--- src/rtl/alc_pkg.sv ---
package alc_pkg;
  localparam int GAIN_W = 6;
  localparam logic [GAIN_W-1:0] UNITY_CODE = 6'd51;
  localparam int MANT_W = 10;
  localparam int MANT_FRAC = 8;
  localparam int OCT_BIAS = 13;
  localparam int OCT_MAX = 16;

  typedef enum logic [1:0] {
    LVL_QUIET = 2'd0,
    LVL_MATCH = 2'd1,
    LVL_LOUD  = 2'd2,
    LVL_GATED = 2'd3
  } lvl_e;

  // quarter-octave mantissa, 2^(k/4) scaled by 2^MANT_FRAC
  function automatic logic [MANT_W-1:0] step_mant(input logic [1:0] sub);
    case (sub)
      2'd0:    step_mant = 10'd256;
      2'd1:    step_mant = 10'd304;
      2'd2:    step_mant = 10'd362;
      default: step_mant = 10'd431;
    endcase
  endfunction
endpackage

--- src/rtl/alc_peak_tracker.sv ---
module alc_peak_tracker #(
  parameter int DATA_W = 16
) (
  input  logic                     clk,
  input  logic                     rst_n,
  input  logic                     smp_valid,
  input  logic signed [DATA_W-1:0] smp_l,
  input  logic signed [DATA_W-1:0] smp_r,
  input  logic [2:0]               cfg_peak_fall,
  output logic [DATA_W-1:0]        peak_nxt
);
  logic [DATA_W-1:0] mag_l, mag_r, mag_max, decayed, peak_q, peak_d;
  logic [4:0]        shamt;

  always_comb begin
    mag_l   = smp_l[DATA_W-1] ? $unsigned(-smp_l) : $unsigned(smp_l);
    mag_r   = smp_r[DATA_W-1] ? $unsigned(-smp_r) : $unsigned(smp_r);
    mag_max = (mag_l > mag_r) ? mag_l : mag_r;
    shamt   = {2'b00, cfg_peak_fall} + 5'd2;
    decayed = peak_q - (peak_q >> shamt);
    peak_nxt = (mag_max > decayed) ? mag_max : decayed;
    peak_d  = smp_valid ? peak_nxt : peak_q;
  end

  always_ff @(posedge clk or negedge rst_n) begin
    if (!rst_n) peak_q <= '0;
    else        peak_q <= peak_d;
  end

  assert_peak_covers_R3: assert property (@(posedge clk) disable iff (!rst_n)
    smp_valid |=> peak_q >= $past(mag_max));
  assert_peak_idle_R9: assert property (@(posedge clk) disable iff (!rst_n)
    !smp_valid |=> $stable(peak_q));
endmodule

--- src/rtl/alc_gain_ctrl.sv ---
module alc_gain_ctrl
  import alc_pkg::*;
#(
  parameter int DATA_W = 16,
  parameter int CNT_W  = 5
) (
  input  logic              clk,
  input  logic              rst_n,
  input  logic              smp_valid,
  input  logic [DATA_W-1:0] peak_nxt,
  input  logic [4:0]        cfg_target,
  input  logic [CNT_W-1:0]  cfg_attack,
  input  logic [CNT_W-1:0]  cfg_decay,
  input  logic [CNT_W-1:0]  cfg_hold,
  input  logic [GAIN_W-1:0] cfg_max_gain,
  input  logic              cfg_limit_only,
  input  logic              cfg_gate_en,
  input  logic [3:0]        cfg_gate_floor,
  output logic [GAIN_W-1:0] gain_q
);
  localparam int TGT_SH = DATA_W - 6;
  localparam int FLR_SH = DATA_W - 10;

  logic [DATA_W:0]    tgt_thr, flr_thr, pk;
  logic [GAIN_W-1:0]  ceil_code, gain_d;
  logic [CNT_W-1:0]   att_q, att_d, hold_q, hold_d, dec_q, dec_d;
  lvl_e               cls;

  assign tgt_thr = ((DATA_W+1)'(cfg_target) + (DATA_W+1)'(1)) << TGT_SH;
  assign flr_thr = ((DATA_W+1)'(cfg_gate_floor) + (DATA_W+1)'(1)) << FLR_SH;
  assign pk      = {1'b0, peak_nxt};
  assign ceil_code = (cfg_limit_only && (cfg_max_gain > UNITY_CODE)) ? UNITY_CODE
                                                                      : cfg_max_gain;

  always_comb begin
    if (cfg_gate_en && (pk < flr_thr)) cls = LVL_GATED;
    else if (pk > tgt_thr)             cls = LVL_LOUD;
    else if (pk < tgt_thr)             cls = LVL_QUIET;
    else                               cls = LVL_MATCH;
  end

  always_comb begin
    gain_d = gain_q;
    att_d  = att_q;
    hold_d = hold_q;
    dec_d  = dec_q;
    if (smp_valid) begin
      if (gain_q > ceil_code) begin
        gain_d = ceil_code;
        att_d  = '0;
        hold_d = '0;
        dec_d  = '0;
      end else begin
        case (cls)
          LVL_LOUD: begin
            hold_d = '0;
            dec_d  = '0;
            if (att_q >= cfg_attack) begin
              att_d = '0;
              if (gain_q != '0) gain_d = gain_q - 1'b1;
            end else begin
              att_d = att_q + 1'b1;
            end
          end
          LVL_QUIET: begin
            att_d = '0;
            if (hold_q < cfg_hold) begin
              hold_d = hold_q + 1'b1;
            end else if (dec_q >= cfg_decay) begin
              dec_d = '0;
              if (gain_q < ceil_code) gain_d = gain_q + 1'b1;
            end else begin
              dec_d = dec_q + 1'b1;
            end
          end
          LVL_MATCH: begin
            att_d  = '0;
            hold_d = '0;
            dec_d  = '0;
          end
          default: ;
        endcase
      end
    end
  end

  always_ff @(posedge clk or negedge rst_n) begin
    if (!rst_n) begin
      gain_q <= UNITY_CODE;
      att_q  <= '0;
      hold_q <= '0;
      dec_q  <= '0;
    end else begin
      gain_q <= gain_d;
      att_q  <= att_d;
      hold_q <= hold_d;
      dec_q  <= dec_d;
    end
  end

  assert_loud_step_R4: assert property (@(posedge clk) disable iff (!rst_n)
    smp_valid && (gain_q <= ceil_code) && (cls == LVL_LOUD)
    |=> (gain_q == $past(gain_q)) || (gain_q == $past(gain_q) - 1'b1));
  assert_quiet_rise_R5: assert property (@(posedge clk) disable iff (!rst_n)
    smp_valid && (gain_q <= ceil_code) && (cls == LVL_QUIET) |=> gain_q >= $past(gain_q));
  assert_ceiling_R6: assert property (@(posedge clk) disable iff (!rst_n)
    smp_valid |=> gain_q <= $past(cfg_max_gain));
  assert_limiter_R7: assert property (@(posedge clk) disable iff (!rst_n)
    smp_valid && cfg_limit_only |=> gain_q <= UNITY_CODE);
  assert_gate_freeze_R8: assert property (@(posedge clk) disable iff (!rst_n)
    smp_valid && (gain_q <= ceil_code) && (cls == LVL_GATED) |=> $stable(gain_q));
  assert_gain_idle_R9: assert property (@(posedge clk) disable iff (!rst_n)
    !smp_valid |=> $stable(gain_q));
endmodule

--- src/rtl/alc_gain_apply.sv ---
module alc_gain_apply
  import alc_pkg::*;
#(
  parameter int DATA_W = 16
) (
  input  logic signed [DATA_W-1:0] smp_in,
  input  logic [GAIN_W-1:0]        code,
  output logic signed [DATA_W-1:0] smp_out
);
  localparam int PW   = DATA_W + MANT_W + 1;
  localparam int EW   = PW + OCT_MAX;
  localparam int FRAC = MANT_FRAC + OCT_BIAS;
  localparam logic signed [EW-1:0] MAX_V = (EW'(1) <<< (DATA_W-1)) - EW'(1);
  localparam logic signed [EW-1:0] MIN_V = -(EW'(1) <<< (DATA_W-1));

  logic [GAIN_W:0]          code_p1;
  logic [GAIN_W-2:0]        oct;
  logic [1:0]               sub;
  logic signed [PW-1:0]     prod;
  logic signed [EW-1:0]     wide, scaled;

  always_comb begin
    code_p1 = {1'b0, code} + (GAIN_W+1)'(1);
    oct     = code_p1[GAIN_W:2];
    sub     = code_p1[1:0];
    prod    = PW'(smp_in) * PW'($signed({1'b0, step_mant(sub)}));
    wide    = EW'(prod) <<< oct;
    scaled  = wide >>> FRAC;
    if (scaled > MAX_V)      smp_out = MAX_V[DATA_W-1:0];
    else if (scaled < MIN_V) smp_out = MIN_V[DATA_W-1:0];
    else                     smp_out = scaled[DATA_W-1:0];
  end
endmodule

--- src/rtl/alc_gain_engine.sv ---
module alc_gain_engine
  import alc_pkg::*;
#(
  parameter int DATA_W = 16,
  parameter int CNT_W  = 5
) (
  input  logic                     clk,
  input  logic                     rst_n,
  input  logic                     in_valid,
  input  logic signed [DATA_W-1:0] in_left,
  input  logic signed [DATA_W-1:0] in_right,
  input  logic [4:0]               cfg_target,
  input  logic [CNT_W-1:0]         cfg_attack,
  input  logic [CNT_W-1:0]         cfg_decay,
  input  logic [CNT_W-1:0]         cfg_hold,
  input  logic [5:0]               cfg_max_gain,
  input  logic                     cfg_limit_only,
  input  logic                     cfg_gate_en,
  input  logic [3:0]               cfg_gate_floor,
  input  logic [2:0]               cfg_peak_fall,
  output logic                     out_valid,
  output logic signed [DATA_W-1:0] out_left,
  output logic signed [DATA_W-1:0] out_right,
  output logic [5:0]               gain_code
);
  localparam int N_CH = 2;

  logic [1:0]               rst_pipe;
  logic                     rst_sync_n;
  logic [DATA_W-1:0]        peak_nxt;
  logic [GAIN_W-1:0]        gain_q;
  logic signed [DATA_W-1:0] ch_in  [N_CH];
  logic signed [DATA_W-1:0] ch_y   [N_CH];
  logic signed [DATA_W-1:0] out_q  [N_CH];
  logic signed [DATA_W-1:0] out_d  [N_CH];
  logic                     vld_q;

  // asynchronous assertion, synchronous release
  always_ff @(posedge clk or negedge rst_n) begin
    if (!rst_n) rst_pipe <= 2'b00;
    else        rst_pipe <= {rst_pipe[0], 1'b1};
  end
  assign rst_sync_n = rst_pipe[1];

  alc_peak_tracker #(.DATA_W(DATA_W)) u_peak (
    .clk           (clk),
    .rst_n         (rst_sync_n),
    .smp_valid     (in_valid),
    .smp_l         (in_left),
    .smp_r         (in_right),
    .cfg_peak_fall (cfg_peak_fall),
    .peak_nxt      (peak_nxt)
  );

  alc_gain_ctrl #(.DATA_W(DATA_W), .CNT_W(CNT_W)) u_ctrl (
    .clk            (clk),
    .rst_n          (rst_sync_n),
    .smp_valid      (in_valid),
    .peak_nxt       (peak_nxt),
    .cfg_target     (cfg_target),
    .cfg_attack     (cfg_attack),
    .cfg_decay      (cfg_decay),
    .cfg_hold       (cfg_hold),
    .cfg_max_gain   (cfg_max_gain),
    .cfg_limit_only (cfg_limit_only),
    .cfg_gate_en    (cfg_gate_en),
    .cfg_gate_floor (cfg_gate_floor),
    .gain_q         (gain_q)
  );

  assign ch_in[0] = in_left;
  assign ch_in[1] = in_right;

  for (genvar c = 0; c < N_CH; c++) begin : g_ch
    alc_gain_apply #(.DATA_W(DATA_W)) u_apply (
      .smp_in  (ch_in[c]),
      .code    (gain_q),
      .smp_out (ch_y[c])
    );
    assign out_d[c] = in_valid ? ch_y[c] : out_q[c];
    always_ff @(posedge clk or negedge rst_sync_n) begin
      if (!rst_sync_n) out_q[c] <= '0;
      else             out_q[c] <= out_d[c];
    end
  end

  always_ff @(posedge clk or negedge rst_sync_n) begin
    if (!rst_sync_n) vld_q <= 1'b0;
    else             vld_q <= in_valid;
  end

  assign out_valid = vld_q;
  assign out_left  = out_q[0];
  assign out_right = out_q[1];
  assign gain_code = gain_q;

  assert_unity_pass_R2: assert property (@(posedge clk) disable iff (!rst_sync_n)
    in_valid && (gain_code == UNITY_CODE) |=> (out_left == $past(in_left)) && out_valid);
  assert_no_strobe_R9: assert property (@(posedge clk) disable iff (!rst_sync_n)
    !in_valid |=> !out_valid);
endmodule

--- config.mk ---
export PLATFORM = sky130hd
export DESIGN_NAME = alc_gain_engine
export DESIGN_NICKNAME = d
export VERILOG_FILES = /design/src/rtl/alc_pkg.sv /design/src/rtl/alc_peak_tracker.sv /design/src/rtl/alc_gain_ctrl.sv /design/src/rtl/alc_gain_apply.sv /design/src/rtl/alc_gain_engine.sv
export SDC_FILE = /design/constraint.sdc
export NUM_CORES = 1
export LEC_CHECK = 0
export BUFFER_PORTS_ARGS = -buffer_cell sky130_fd_sc_hd__buf_4
export CAP_MARGIN = 20
export CORE_ASPECT_RATIO = 0.5
export CORE_MARGIN = 2
export CORE_UTILIZATION = 43
export CTS_CLUSTER_DIAMETER = 80
export DETAILED_ROUTE_END_ITERATION = 16
export PLACE_DENSITY = 0.66
export SYNTH_ARGS = -nofsm -noshare
export SYNTH_HDL_FRONTEND = slang
export SYNTH_SLANG_ARGS = --single-unit
--- constraint.sdc ---
create_clock -name clk -period 2.7 [get_ports clk]
set_input_delay 0 -clock clk [delete_from_list [all_inputs] [get_ports clk]]
set_output_delay 0 -clock clk [all_outputs]
set_load 0.03 [all_outputs]
==> out/metrics.cfg <==
[synth]
synth_cell_types = 104
yosys-top-cells-area = fa_1, ha_1, dfrtp_1
ys_ff_latch = 72
synth.avg_cell_area_um2 = 8.13
netlist.area_leader.share_pct = 22.5
synth_top_family_by_area = adder cells
synth_flop_cell = dfrtp_1
seq_area_frac_synth_pct = 8.42
yosysMostFrequentCell = inv_1
yosys.area.top_type = fa_1
synth_compound_area_share_pct = 22.3
synthAdderAreaFrac_pct = 34.3
syn_nets = 3151
synth_xor_area_share_pct = 3.55
syn_area_mm2 = 0.0214
yosys-top-cells-count = inv_1, fa_1, ha_1, nand2_1, nor2_1
yosys.area_share.simple_pct = 19.3
yosys_warnings = 0
synthMuxAreaShare_pct = 4.03
synth-edff-count = 0
syn_inst = 2638
synthArstFlopShare_pct = 100

[sta]
fin_crit_ns = 7.61
setup_viol = 69
finClkSkew_ns = 0.0101
maxSlewViolCount = 0
rsz0062_at_grt = yes
min_period_over_period_pct = 282
fin_ws_ns = -4.91
worst_slew_pin_slew_ns = 1.03
fmax_ghz = 0.131
max_slew_margin_pct = 31.2
hold_violations = 0

[placement]
place_congestion = 0.980
hpwlAfterDp_um = 63800
place_ws_ns = -5.07
portBuffers = 108

[detailed_routing]
vias = 22736
vias_per_cell = 5.58
detail-route-antenna-nets = 0
wl_per_cell_um = 19.1
initialDrtViolationCount = 1756
drcViolationCount = 0
drt-pass1-iter-count = 6
wl_um = 77800

[clock_tree]
clk_pin_slew_ns = 0.07
cts_num_sinks = 72
cts_made_buffers = 9
insertion_delay_ns = 0.39
clock-root-buffer = clkbuf_16
clk_path_buf_depth = 2
cts_tree = built
cts.htree.levels = 3

[outcome]
violations = negative setup slack
outcome = complete, but fails checks

[critical_path]
start_kind = flip-flop
critPathCaptureType = flip-flop
worst-setup-path-type = reg2reg
rr_worst_depth = 27
cp_max_fo = 8
regToRegSetupSlack_ns = -4.91
crit_arrival_ns = 7.90
cp.required_ns = 2.99

[cells_and_area]
drive_gt1_share_pct = 37.5
nets = 3933
area_delta_synth_final_pct = 45.1
diodes = 0

[global_routing]
grt_pass1_wl_um = 121000
grt_max_degree = 71
grt_antenna_before_repair = 0
grt_pass1_vias = 22354
overflow = 0
grt.total_usage_pct = 29.3

[floorplanning]
design.die.area_mm2 = 0.0518
pin_count = 109
die_h_um = 162
die_w_um = 320
start_util_pct = 43.9
rows = 57
core_area_mm2 = 0.0489

[flow_run]
maxCapViolations = 0

[worst_hold_path]
holdPathStages = 4
hold_path_class = in2reg

## kinds of logic after synthesis
logic type,after synthesis
XOR/XNOR,87
AO/OA/AOI/OAI,686
buffers and inverters,450
flip-flops,72
other,1
AND/OR/NAND/NOR,826
multiplexers,73
adder cells (fa/ha/maj),443
## critical path: stages, from the launching register on
cell and delay [ns]:
dfstp_4 0.67, inv_8 0.05, ha_4 0.26, buf_12 0.13, and2_4 0.16, fa_1 0.49, fa_1 0.53, inv_1 0.05
fa_1 0.51, inv_2 0.05, fa_2 0.59, fa_2 0.47, ha_4 0.18, a21o_1 0.19, a21o_1 0.21, a2111oi_4 0.45
nor2_4 0.08, a211o_1 0.31, buf_6 0.13, a2111oi_4 0.37, a211oi_2 0.11, a211oi_1 0.25, a211o_1 0.16, or3b_4 0.41
o31ai_4 0.24, a21oi_4 0.14, buf_12 0.17, a211oi_2 0.15
## layout by cell type (no fill, tap or decap), types with 19 or more instances in the layout
| master | synthesis | routed |
|---|---|---|
| a211oi_1 | 33 | 24 |
| a21o_1 | 54 | 52 |
| a21oi_1 | 169 | 119 |
| a21oi_2 | 3 | 47 |
| a31oi_1 | 24 | 19 |
| and2_1 | 128 | 108 |
| and3_1 | 20 | 19 |
| buf_12 | 0 | 26 |
| buf_4 | 1 | 845 |
| buf_6 | 4 | 30 |
| dfrtp_1 | 68 | 67 |
| fa_1 | 241 | 230 |
| ha_1 | 202 | 173 |
| ha_4 | 0 | 25 |
| inv_1 | 313 | 303 |
| mux2i_1 | 39 | 36 |
| nand2_1 | 198 | 187 |
| nand2b_1 | 30 | 30 |
| nand3_1 | 47 | 44 |
| nand4_1 | 24 | 24 |
| nor2_1 | 198 | 183 |
| nor2b_1 | 42 | 40 |
| nor3_1 | 61 | 47 |
| o211ai_1 | 37 | 37 |
| o21a_1 | 33 | 32 |
| o21ai_0 | 114 | 83 |
| o21ai_1 | 17 | 33 |
| xnor2_1 | 47 | 39 |
| xor2_1 | 40 | 34 |
## repair_timing
action / CTS / global route
pin swaps: 6 / 86
gates cloned: 0 / 3
endpoints found under the setup margin: 69 / 69
hold buffers: 4 / 0
buffers inserted: 4 / 47
hold endpoints to repair: 4 / 0
resized for setup: 51 / 248
## flip-flops by register name, indices dropped and copies added, names as in the netlist
register,flops
out_left,16
u_ctrl.att_q,5
out_right,16
u_ctrl.hold_q,5
out_valid,1
u_ctrl.gain_q,6
u_ctrl.dec_q,5
u_peak.peak_q,16
rst_pipe,2
## area by class of cell
| cell class | count | area (µm²) |
|---|---|---|
| sequential | 72 | 1820 |
| tap | 649 | 812 |
| timing repair buffer | 908 | 7320 |
| clock buffer | 9 | 225 |
| clock inverter | 7 | 96.3 |
| inverter | 313 | 1200 |
| multi-input combinational | 2116 | 19600 |
| fill | 4011 | 17700 |
## through the flow
stage / instances / setup TNS [ns] / hold WS (ns) / util, % / area [µm²]
2_1_floorplan: 2638 / -261.15 / -0.296 / - / 22100
3_3_place_gp: 4003 / -290.58 / -0.218 / 59.3 / 29000
3_5_place_dp: 4003 / -297.02 / -0.215 / 59.3 / 29000
4_1_cts: 4027 / -268.92 / 0.0130 / 60.6 / 29600
5_1_grt: 4074 / -291.45 / 0.0503 / 63.7 / 31100
6_report: 4074 / -272.90 / 0.0310 / 63.7 / 31100
## path summary, 6_finish.rpt
path / endpoint / start
min in group asynchronous: rst_pipe[0]$_DFF_PN0_ / rst_n
worst max-delay path: out_left[11]$_DFFE_PN0P_ / u_ctrl.gain_q[0]$_DFFE_PN1P_
worst max register to register: out_left[11]$_DFFE_PN0P_ / u_ctrl.gain_q[0]$_DFFE_PN1P_
worst min register to register: rst_pipe[1]$_DFF_PN0_ / rst_pipe[0]$_DFF_PN0_
max in group asynchronous: out_right[3]$_DFFE_PN0P_ / rst_pipe[1]$_DFF_PN0_
worst min-delay path: u_ctrl.gain_q[4]$_DFFE_PN1P_ / cfg_max_gain[4]
## routing by layer
layer / wire [µm] / up-vias / GRT usage, %
met5: 0 / - / 0
li1: - / 10727 / -
met4: 1610 / 0 / 5.62
met2: 34500 / 825 / 45.6
met3: 5970 / 114 / 5.59
met1: 35700 / 11070 / 42.5
Power is left out: the tool's default activity adds up to more than one toggle a clock period on the data nets, which glitch-free logic cannot reach.
